## src/rtl/sir_pkg.sv

```systemverilog
package sir_pkg;

  // Product of sign-coded +/-1 terms: equal signs give positive (1).
  function automatic logic sm_mul(input logic a, input logic b);
    return ~(a ^ b);
  endfunction

  // Full rebuilt sign: data estimate x code chip x carrier sign.
  function automatic logic rebuild_sign(input logic est, input logic chip,
                                        input logic carrier);
    return sm_mul(sm_mul(est, chip), carrier);
  endfunction

endpackage

```

## src/rtl/sir_partial_acc.sv

```systemverilog
module sir_partial_acc #(
  parameter int PI_W  = 4,
  parameter int ACC_W = 16
) (
  input  logic                    clk,
  input  logic                    rst_n,
  input  logic signed [PI_W-1:0]  pi_in,
  input  logic                    restart,
  output logic                    live_pos,
  output logic                    dump_pos,
  output logic                    acc_zero
);

  localparam logic [ACC_W-1:0] MAX_V = {1'b0, {(ACC_W-1){1'b1}}};
  localparam logic [ACC_W-1:0] MIN_V = {1'b1, {(ACC_W-1){1'b0}}};
  localparam int               EXT_W = ACC_W + 1 - PI_W;

  logic [ACC_W-1:0] acc_q;
  logic [ACC_W-1:0] acc_next_sum;

  function automatic logic [ACC_W-1:0] sat_add(input logic [ACC_W-1:0] a,
                                               input logic [PI_W-1:0]  b);
    logic [ACC_W:0] s;
    s = {a[ACC_W-1], a} + {{EXT_W{b[PI_W-1]}}, b};
    if (s[ACC_W] != s[ACC_W-1])
      return s[ACC_W] ? MIN_V : MAX_V;
    return s[ACC_W-1:0];
  endfunction

  assign acc_next_sum = sat_add(acc_q, pi_in);

  always_ff @(posedge clk or negedge rst_n) begin
    if (!rst_n) begin
      acc_q    <= '0;
      dump_pos <= 1'b1;
    end else if (restart) begin
      acc_q    <= '0;
      dump_pos <= ~acc_next_sum[ACC_W-1];
    end else begin
      acc_q    <= acc_next_sum;
    end
  end

  assign live_pos = ~acc_q[ACC_W-1];
  assign acc_zero = (acc_q == '0);

endmodule

```

## src/rtl/sir_epoch_window.sv

```systemverilog
module sir_epoch_window #(
  parameter int EPOCH_CHIPS = 1023,
  parameter int HOLD_CHIPS  = 250
) (
  input  logic clk,
  input  logic rst_n,
  input  logic epoch_stb,
  input  logic chip_stb,
  output logic win_active
);

  localparam int               CNT_W  = $clog2(EPOCH_CHIPS + 1);
  localparam logic [CNT_W-1:0] TOP_V  = CNT_W'(EPOCH_CHIPS);
  localparam logic [CNT_W-1:0] HOLD_V = CNT_W'(HOLD_CHIPS);

  logic [CNT_W-1:0] cnt_q;

  always_ff @(posedge clk or negedge rst_n) begin
    if (!rst_n)
      cnt_q <= '0;
    else if (epoch_stb)
      cnt_q <= '0;
    else if (chip_stb && cnt_q != TOP_V)
      cnt_q <= cnt_q + 1'b1;
  end

  generate
    if (HOLD_CHIPS == 0) begin : g_no_hold
      assign win_active = 1'b0;
    end else begin : g_hold
      assign win_active = (cnt_q < HOLD_V);
    end
  endgenerate

endmodule

```

## src/rtl/sir_mixer.sv

```systemverilog
module sir_mixer
  import sir_pkg::*;
(
  input  logic clk,
  input  logic rst_n,
  input  logic est_bit,
  input  logic prn_chip,
  input  logic cw_mode,
  input  logic car_sign,
  input  logic car_mag,
  output logic out_sign,
  output logic out_mag
);

  logic chip_eff;

  assign chip_eff = cw_mode | prn_chip;

  always_ff @(posedge clk or negedge rst_n) begin
    if (!rst_n) begin
      out_sign <= 1'b1;
      out_mag  <= 1'b0;
    end else begin
      out_sign <= rebuild_sign(est_bit, chip_eff, car_sign);
      out_mag  <= car_mag;
    end
  end

endmodule

```

## src/rtl/strong_if_regen.sv

```systemverilog
module strong_if_regen #(
  parameter int PI_W        = 4,
  parameter int ACC_W       = 16,
  parameter int EPOCH_CHIPS = 1023,
  parameter int HOLD_CHIPS  = 250
) (
  input  logic                   clk,
  input  logic                   rst_n,
  input  logic                   chip_stb,
  input  logic                   prn_chip,
  input  logic                   car_sign,
  input  logic                   car_mag,
  input  logic signed [PI_W-1:0] pi_in,
  input  logic                   epoch_stb,
  input  logic                   bit_stb,
  input  logic                   bit_sync,
  input  logic                   early_mode,
  input  logic                   cw_mode,
  output logic                   out_sign,
  output logic                   out_mag
);

  // Named internal events, visible to the bound checker.
  logic restart_evt;
  logic live_pos;
  logic dump_pos;
  logic acc_zero;
  logic win_active;
  logic est_bit;

  assign restart_evt = bit_sync ? bit_stb : epoch_stb;
  assign est_bit     = (early_mode && win_active) ? dump_pos : live_pos;

  sir_partial_acc #(.PI_W(PI_W), .ACC_W(ACC_W)) u_acc (
    .clk      (clk),
    .rst_n    (rst_n),
    .pi_in    (pi_in),
    .restart  (restart_evt),
    .live_pos (live_pos),
    .dump_pos (dump_pos),
    .acc_zero (acc_zero)
  );

  sir_epoch_window #(.EPOCH_CHIPS(EPOCH_CHIPS), .HOLD_CHIPS(HOLD_CHIPS)) u_win (
    .clk        (clk),
    .rst_n      (rst_n),
    .epoch_stb  (epoch_stb),
    .chip_stb   (chip_stb),
    .win_active (win_active)
  );

  sir_mixer u_mix (
    .clk      (clk),
    .rst_n    (rst_n),
    .est_bit  (est_bit),
    .prn_chip (prn_chip),
    .cw_mode  (cw_mode),
    .car_sign (car_sign),
    .car_mag  (car_mag),
    .out_sign (out_sign),
    .out_mag  (out_mag)
  );

endmodule

```

## config.mk

```make
export PLATFORM = sky130hd
export DESIGN_NAME = strong_if_regen
export DESIGN_NICKNAME = d
export VERILOG_FILES = /design/src/rtl/sir_pkg.sv /design/src/rtl/sir_partial_acc.sv /design/src/rtl/sir_epoch_window.sv /design/src/rtl/sir_mixer.sv /design/src/rtl/strong_if_regen.sv
export SDC_FILE = /design/constraint.sdc
export NUM_CORES = 1
export LEC_CHECK = 0
export BUFFER_PORTS_ARGS = -buffer_cell sky130_fd_sc_hd__buf_2
export CORE_UTILIZATION = 59
export DETAILED_ROUTE_END_ITERATION = 8
export PLACE_DENSITY = 0.79
export SYNTH_ARGS = -nofsm -noshare
export SYNTH_HDL_FRONTEND = slang
export SYNTH_SLANG_ARGS = --single-unit
```

## constraint.sdc

```tcl
create_clock -name clk -period 3.2 [get_ports clk]
set_input_delay 0 -clock clk [delete_from_list [all_inputs] [get_ports clk]]
set_output_delay 0 -clock clk [all_outputs]
set_load 0.01 [all_outputs]
```

==> results by stage <==
Outcome:
- The run finished with clean final reports.

Logic synthesis:
- Ranked by total cell area, the synthesized netlist is headed by sky130_fd_sc_hd__dfrtp_1, sky130_fd_sc_hd__ha_1, sky130_fd_sc_hd__a21oi_1.
- The flip-flop and latch count after synthesis is 29.
- In this run the cell area of the synthesized design comes to ~2000 sq um.
- The average instance in the mapped netlist occupies around 9 sq um.
- The share of synthesized registers carrying an async set or reset is 1.00.
- The sequential-to-total area share from yosys stat is 0.357.
- Summed over all instances, the cell type with the most area after synthesis is sky130_fd_sc_hd__dfrtp_1.
- Synthesis produced a netlist whose cell count is 224.
- The synthesized net count is about 260.
- Counting flops with a built-in enable in the synthesized netlist gives 0.
- In the synthesized netlist the dominant register cell turns out to be sky130_fd_sc_hd__dfrtp_1.
- The fraction of synthesized cell area taken by the top area cell type is 0.332.
- The synthesized netlist contains between 40 and 50 unique library cells.
- During synthesis, Yosys emitted a total of 0 warnings.

Global routing:
- The total routing resource utilization after global routing is 0.264.
- The initial antenna violation count was 0.
- The total congestion overflow after global routing is 0.
- Entering global routing, the biggest net connects 30 pins.
- The first-pass GRT wire length is 7.02 mm.
- The number of global-route vias before repair came to 1,627.

Finish:
- The area growth from synthesis to layout is 9.95%.
- The share of post-route cells with drive strength above 1 is 0.134.
- The area taken by flip-flops and latches is 728 sq um.
- The repair_antennas step left the layout with diodes totalling 0.
- The area of the multi-input gates is ~1300 sq um.
- The finished cells cover 2240 sq um.
- Fill cells in the final layout number 260.
- For this run, the post-layout net count is 278.

Floorplan:
- The chip height is roughly 61 um.
- The die is between 60 and 70 um wide.
- The starting utilization of the core area is 0.646.
- 17 I/O pins were placed.
- The number of rows created at floorplan is 20.
- The core outline area is 3150 sq um.
- The die area is 3690 sq um.

STA:
- The max-slew violation total from the final report was 0.
- Derived from the worst setup path, the maximum achievable clock frequency is 337 MHz.
- Setup repair after global routing left no endpoint under its margin.
- The final hold violation count was 0.
- The time the worst path needs with I/O delays and setup is 2.97 ns.
- The tightest slew margin relative to the limit is 0.539.
- Across the routed clock network, the largest skew measured is 0.00756 ns.
- The ratio of final minimum period to clock period is 0.928.
- For the pin with the worst max-slew slack, the measured transition is 0.692 ns.
- Summed over all failing endpoints, the final setup total negative slack is 0 ns.
- Setup violations remaining at the end of the flow were counted as 0.

Place:
- Detailed placement finished with a half-perimeter wire length of roughly 3.1 mm.
- The congestion estimate from routability-driven global placement came to 0.844.
- The number of I/O port buffers is 16.
- The standard cell area after detailed placement is 2140 sq um.

Setup path:
- The worst setup path is captured at a flop.
- The number of buffers and inverters on the critical path is 0.
- The required arrival time at the worst endpoint is 3.42 ns.
- The worst reg2reg path endpoint is u_acc.acc_q[14].
- The flop-to-flop setup slack is ~0.23 ns.
- The critical path crosses 9 cells after its start point.
- The cell type group with the largest total delay on the critical path is compound AO/OA/AOI/OAI gates.
- On the worst path, the slowest cell contributes a delay of between 0.4 and 0.5 ns.
- The maximum fanout count along the critical path is 19.
- In this run the worst setup path begins at u_acc.acc_q[0].
- The critical path launch point type is a flop.
- The critical path data arrival time is ~3.2 ns.
- Walking the worst path, the cells encountered are ha_1 -> fa_1 -> a211oi_1 -> nor3_1 -> a32oi_1 -> nand2_1 -> a32o_1 -> o211a_1 -> o21a_1.
- The source of the worst register-to-register timing path is u_acc.acc_q[0].
- The number of cells traversed by the worst register-to-register path is 9.
- The cell with the biggest individual delay on the critical path is sky130_fd_sc_hd__a32o_1.
- The critical path in this run is classified as reg -> reg.
- The critical path ends at u_acc.acc_q[14].

Routing:
- The wire length per cell is between 10 and 15 um.
- Once detail routing completed, the nets flagged for antenna violations numbered 0.
- The via count of the routed design is 1,735.
- The first detailed-routing pass ran for 4 iterations.
- The post-detailed-routing wire length is 4.24 mm.
- Dividing the detail-routed via count by the number of cells gives 5.98.
- For this run, design rule violations remaining after detail routing come to 0.
- The DRC violation total after the first TritonRoute iteration is 75.

Pwr:
- The power share of the clock group is 0.123.
- The relative contribution of sequential cells to total power is 0.275.
- Across the VDD grid, the largest voltage drop is 0.000471 V.
- The analysis attributes to cell leakage a power of 0.000997 uW.
- The net switching share of the total power is 0.440.
- The internal power is 1050 uW.
- Of the total power, combinational logic draws 0.602.
- The total power per unit cell area is 837 nW/um^2.
- The total power consumption of the routed design is roughly 1900 uW.
- The switching component of the power is 824 uW.

Clocking:
- After clock tree synthesis, the clock-pin slew on the worst setup and hold paths is roughly 0.09 ns.
- The clock passes through at most 2 buffers.
- The post-CTS setup buffer count is 0.
- The clock net in this run drives a total of 29 sinks.
- TritonCTS created 5 clock buffers.
- The level count of the clock H-tree is 2.
- Clock tree synthesis selected as its root buffer the cell sky130_fd_sc_hd__clkbuf_4.
- The clock tree from TritonCTS is built.
- At the later pin of the worst-skew pair, clock insertion delay measures 0.32 ns.

Min path:
- The path class of the tightest hold or removal check is in -> reg.

Flow run:
- The max-capacitance violation count is 0.
-- what timing repair did --
item	CTS	global route
endpoints found under the hold margin	37	0
hold buffers	4	0
endpoints found under the setup margin	0	8
resized for setup	0	1
-- power groups by stage --
stage                     combinational (uW)  clock, uW  sequential (uW)
after floorplan                          924          0              515
after global placement                  1080          0              519
after detailed placement                1100          0              524
after CTS                               1110        239              516
after global routing                    1270        248              525
final                                   1130        231              515
-- per-stage QoR --
stage	hold WS, ns	setup WS [ns]	utilization	instances
3_5_place_dp	0.0656	0.247	0.677	278
2_1_floorplan	-0.296	0.566	-	224
4_1_cts	0.0136	0.214	0.709	290
3_3_place_gp	0.0594	0.348	0.677	278
6_report	0.0331	0.230	0.710	290
5_1_grt	0.0116	0.0140	0.710	290
-- cell usage after synthesis (all sizes together), types with 3 or more instances --
cell type and n:
xnor2 13, xor2 7, nor3 6, dfrtp 27
clkbuf 3, ha 17, nand2 15, a21oi 26
nand3 6, a211oi 4, nor2 25, inv 5
o211ai 5, a21o 3, buf 4, o21a 3
o21ai 24
-- placed cells by master, fill, tap and decap left out, drive strengths merged, types with 4 or more instances in the layout --
master       Yosys  layout
a21oi           26      26
ha              17      17
o211ai           5       5
dlygate4sd3      0       4
o21ai           24      24
a211oi           4       4
xnor2           13      13
dfrtp           27      27
nand2           15      15
nand3            6       6
xor2             7       7
inv              5       5
nor3             6       6
clkbuf           3       8
buf              4      17
nor2            25      25
-- logic make-up (layout without fill, tap and decap cells) --
logic type | Yosys count | count (layout) | synth area share
buffers and inverters | 12 | 34 | 0.0307
multiplexers | 3 | 3 | 0.0154
AO/OA/AOI/OAI | 79 | 79 | 0.249
flip-flops | 29 | 29 | 0.357
AND/OR/NAND/NOR | 63 | 63 | 0.147
XOR/XNOR | 20 | 20 | 0.0860
adder cells (fa/ha/maj) | 18 | 18 | 0.114
-- sequential cells by signal, summed over array words and instances, names as in the netlist --
signal	count
u_mix.out_sign	1
u_win.cnt_q	10
u_acc.dump_pos	1
u_acc.acc_q	16
u_mix.out_mag	1
-- worst register-to-register path, cell delays in order, from the launching register on --
cell,delay [ns]
sky130_fd_sc_hd__dfrtp_1,0.38
sky130_fd_sc_hd__ha_1,0.23
sky130_fd_sc_hd__fa_1,0.44
sky130_fd_sc_hd__a211oi_1,0.38
sky130_fd_sc_hd__nor3_1,0.16
sky130_fd_sc_hd__a32oi_1,0.23
sky130_fd_sc_hd__nand2_1,0.10
sky130_fd_sc_hd__a32o_1,0.49
sky130_fd_sc_hd__o211a_1,0.31
sky130_fd_sc_hd__o21a_1,0.16
-- worst min-delay path by stage --
| stage | cells after the start | from | endpoint | slack (ns) |
|---|---|---|---|---|
| 6_report | 3 | bit_stb | u_acc.acc_q[14] | 0.03 |
| 5_1_grt | 3 | bit_stb | u_acc.acc_q[14] | 0.01 |
| 4_1_cts | 3 | bit_stb | u_acc.acc_q[14] | 0.01 |
| 3_5_place_dp | 1 | rst_n | u_acc.acc_q[10] | 0.07 |
| 3_3_place_gp | 1 | rst_n | u_acc.acc_q[14] | 0.06 |
| 2_1_floorplan | 0 | rst_n | u_acc.acc_q[0] | -0.30 |
-- per-layer routing --
| layer | routed length (um) | part of all wire | track usage | vias to the layer above |
|---|---|---|---|---|
| met5 | 0 | 0 | 0 | - |
| met4 | 36 | 0.0085 | 0.0714 | 0 |
| met3 | 218 | 0.051 | 0.0789 | 6 |
| li1 | - | - | - | 868 |
| met1 | 2030 | 0.48 | 0.353 | 816 |
| met2 | 1960 | 0.46 | 0.419 | 45 |
-- layout make-up --
| class | count | share of cell area |
|---|---|---|
| well taps | 44 | 0.0246 |
| clock buffers | 8 | 0.0263 |
| inverters | 5 | 0.00838 |
| flip-flops and latches | 29 | 0.325 |
| multi-input cells | 183 | 0.559 |
| repair buffers | 21 | 0.0570 |
No activity file was read; power rests on OpenSTA's default activity.
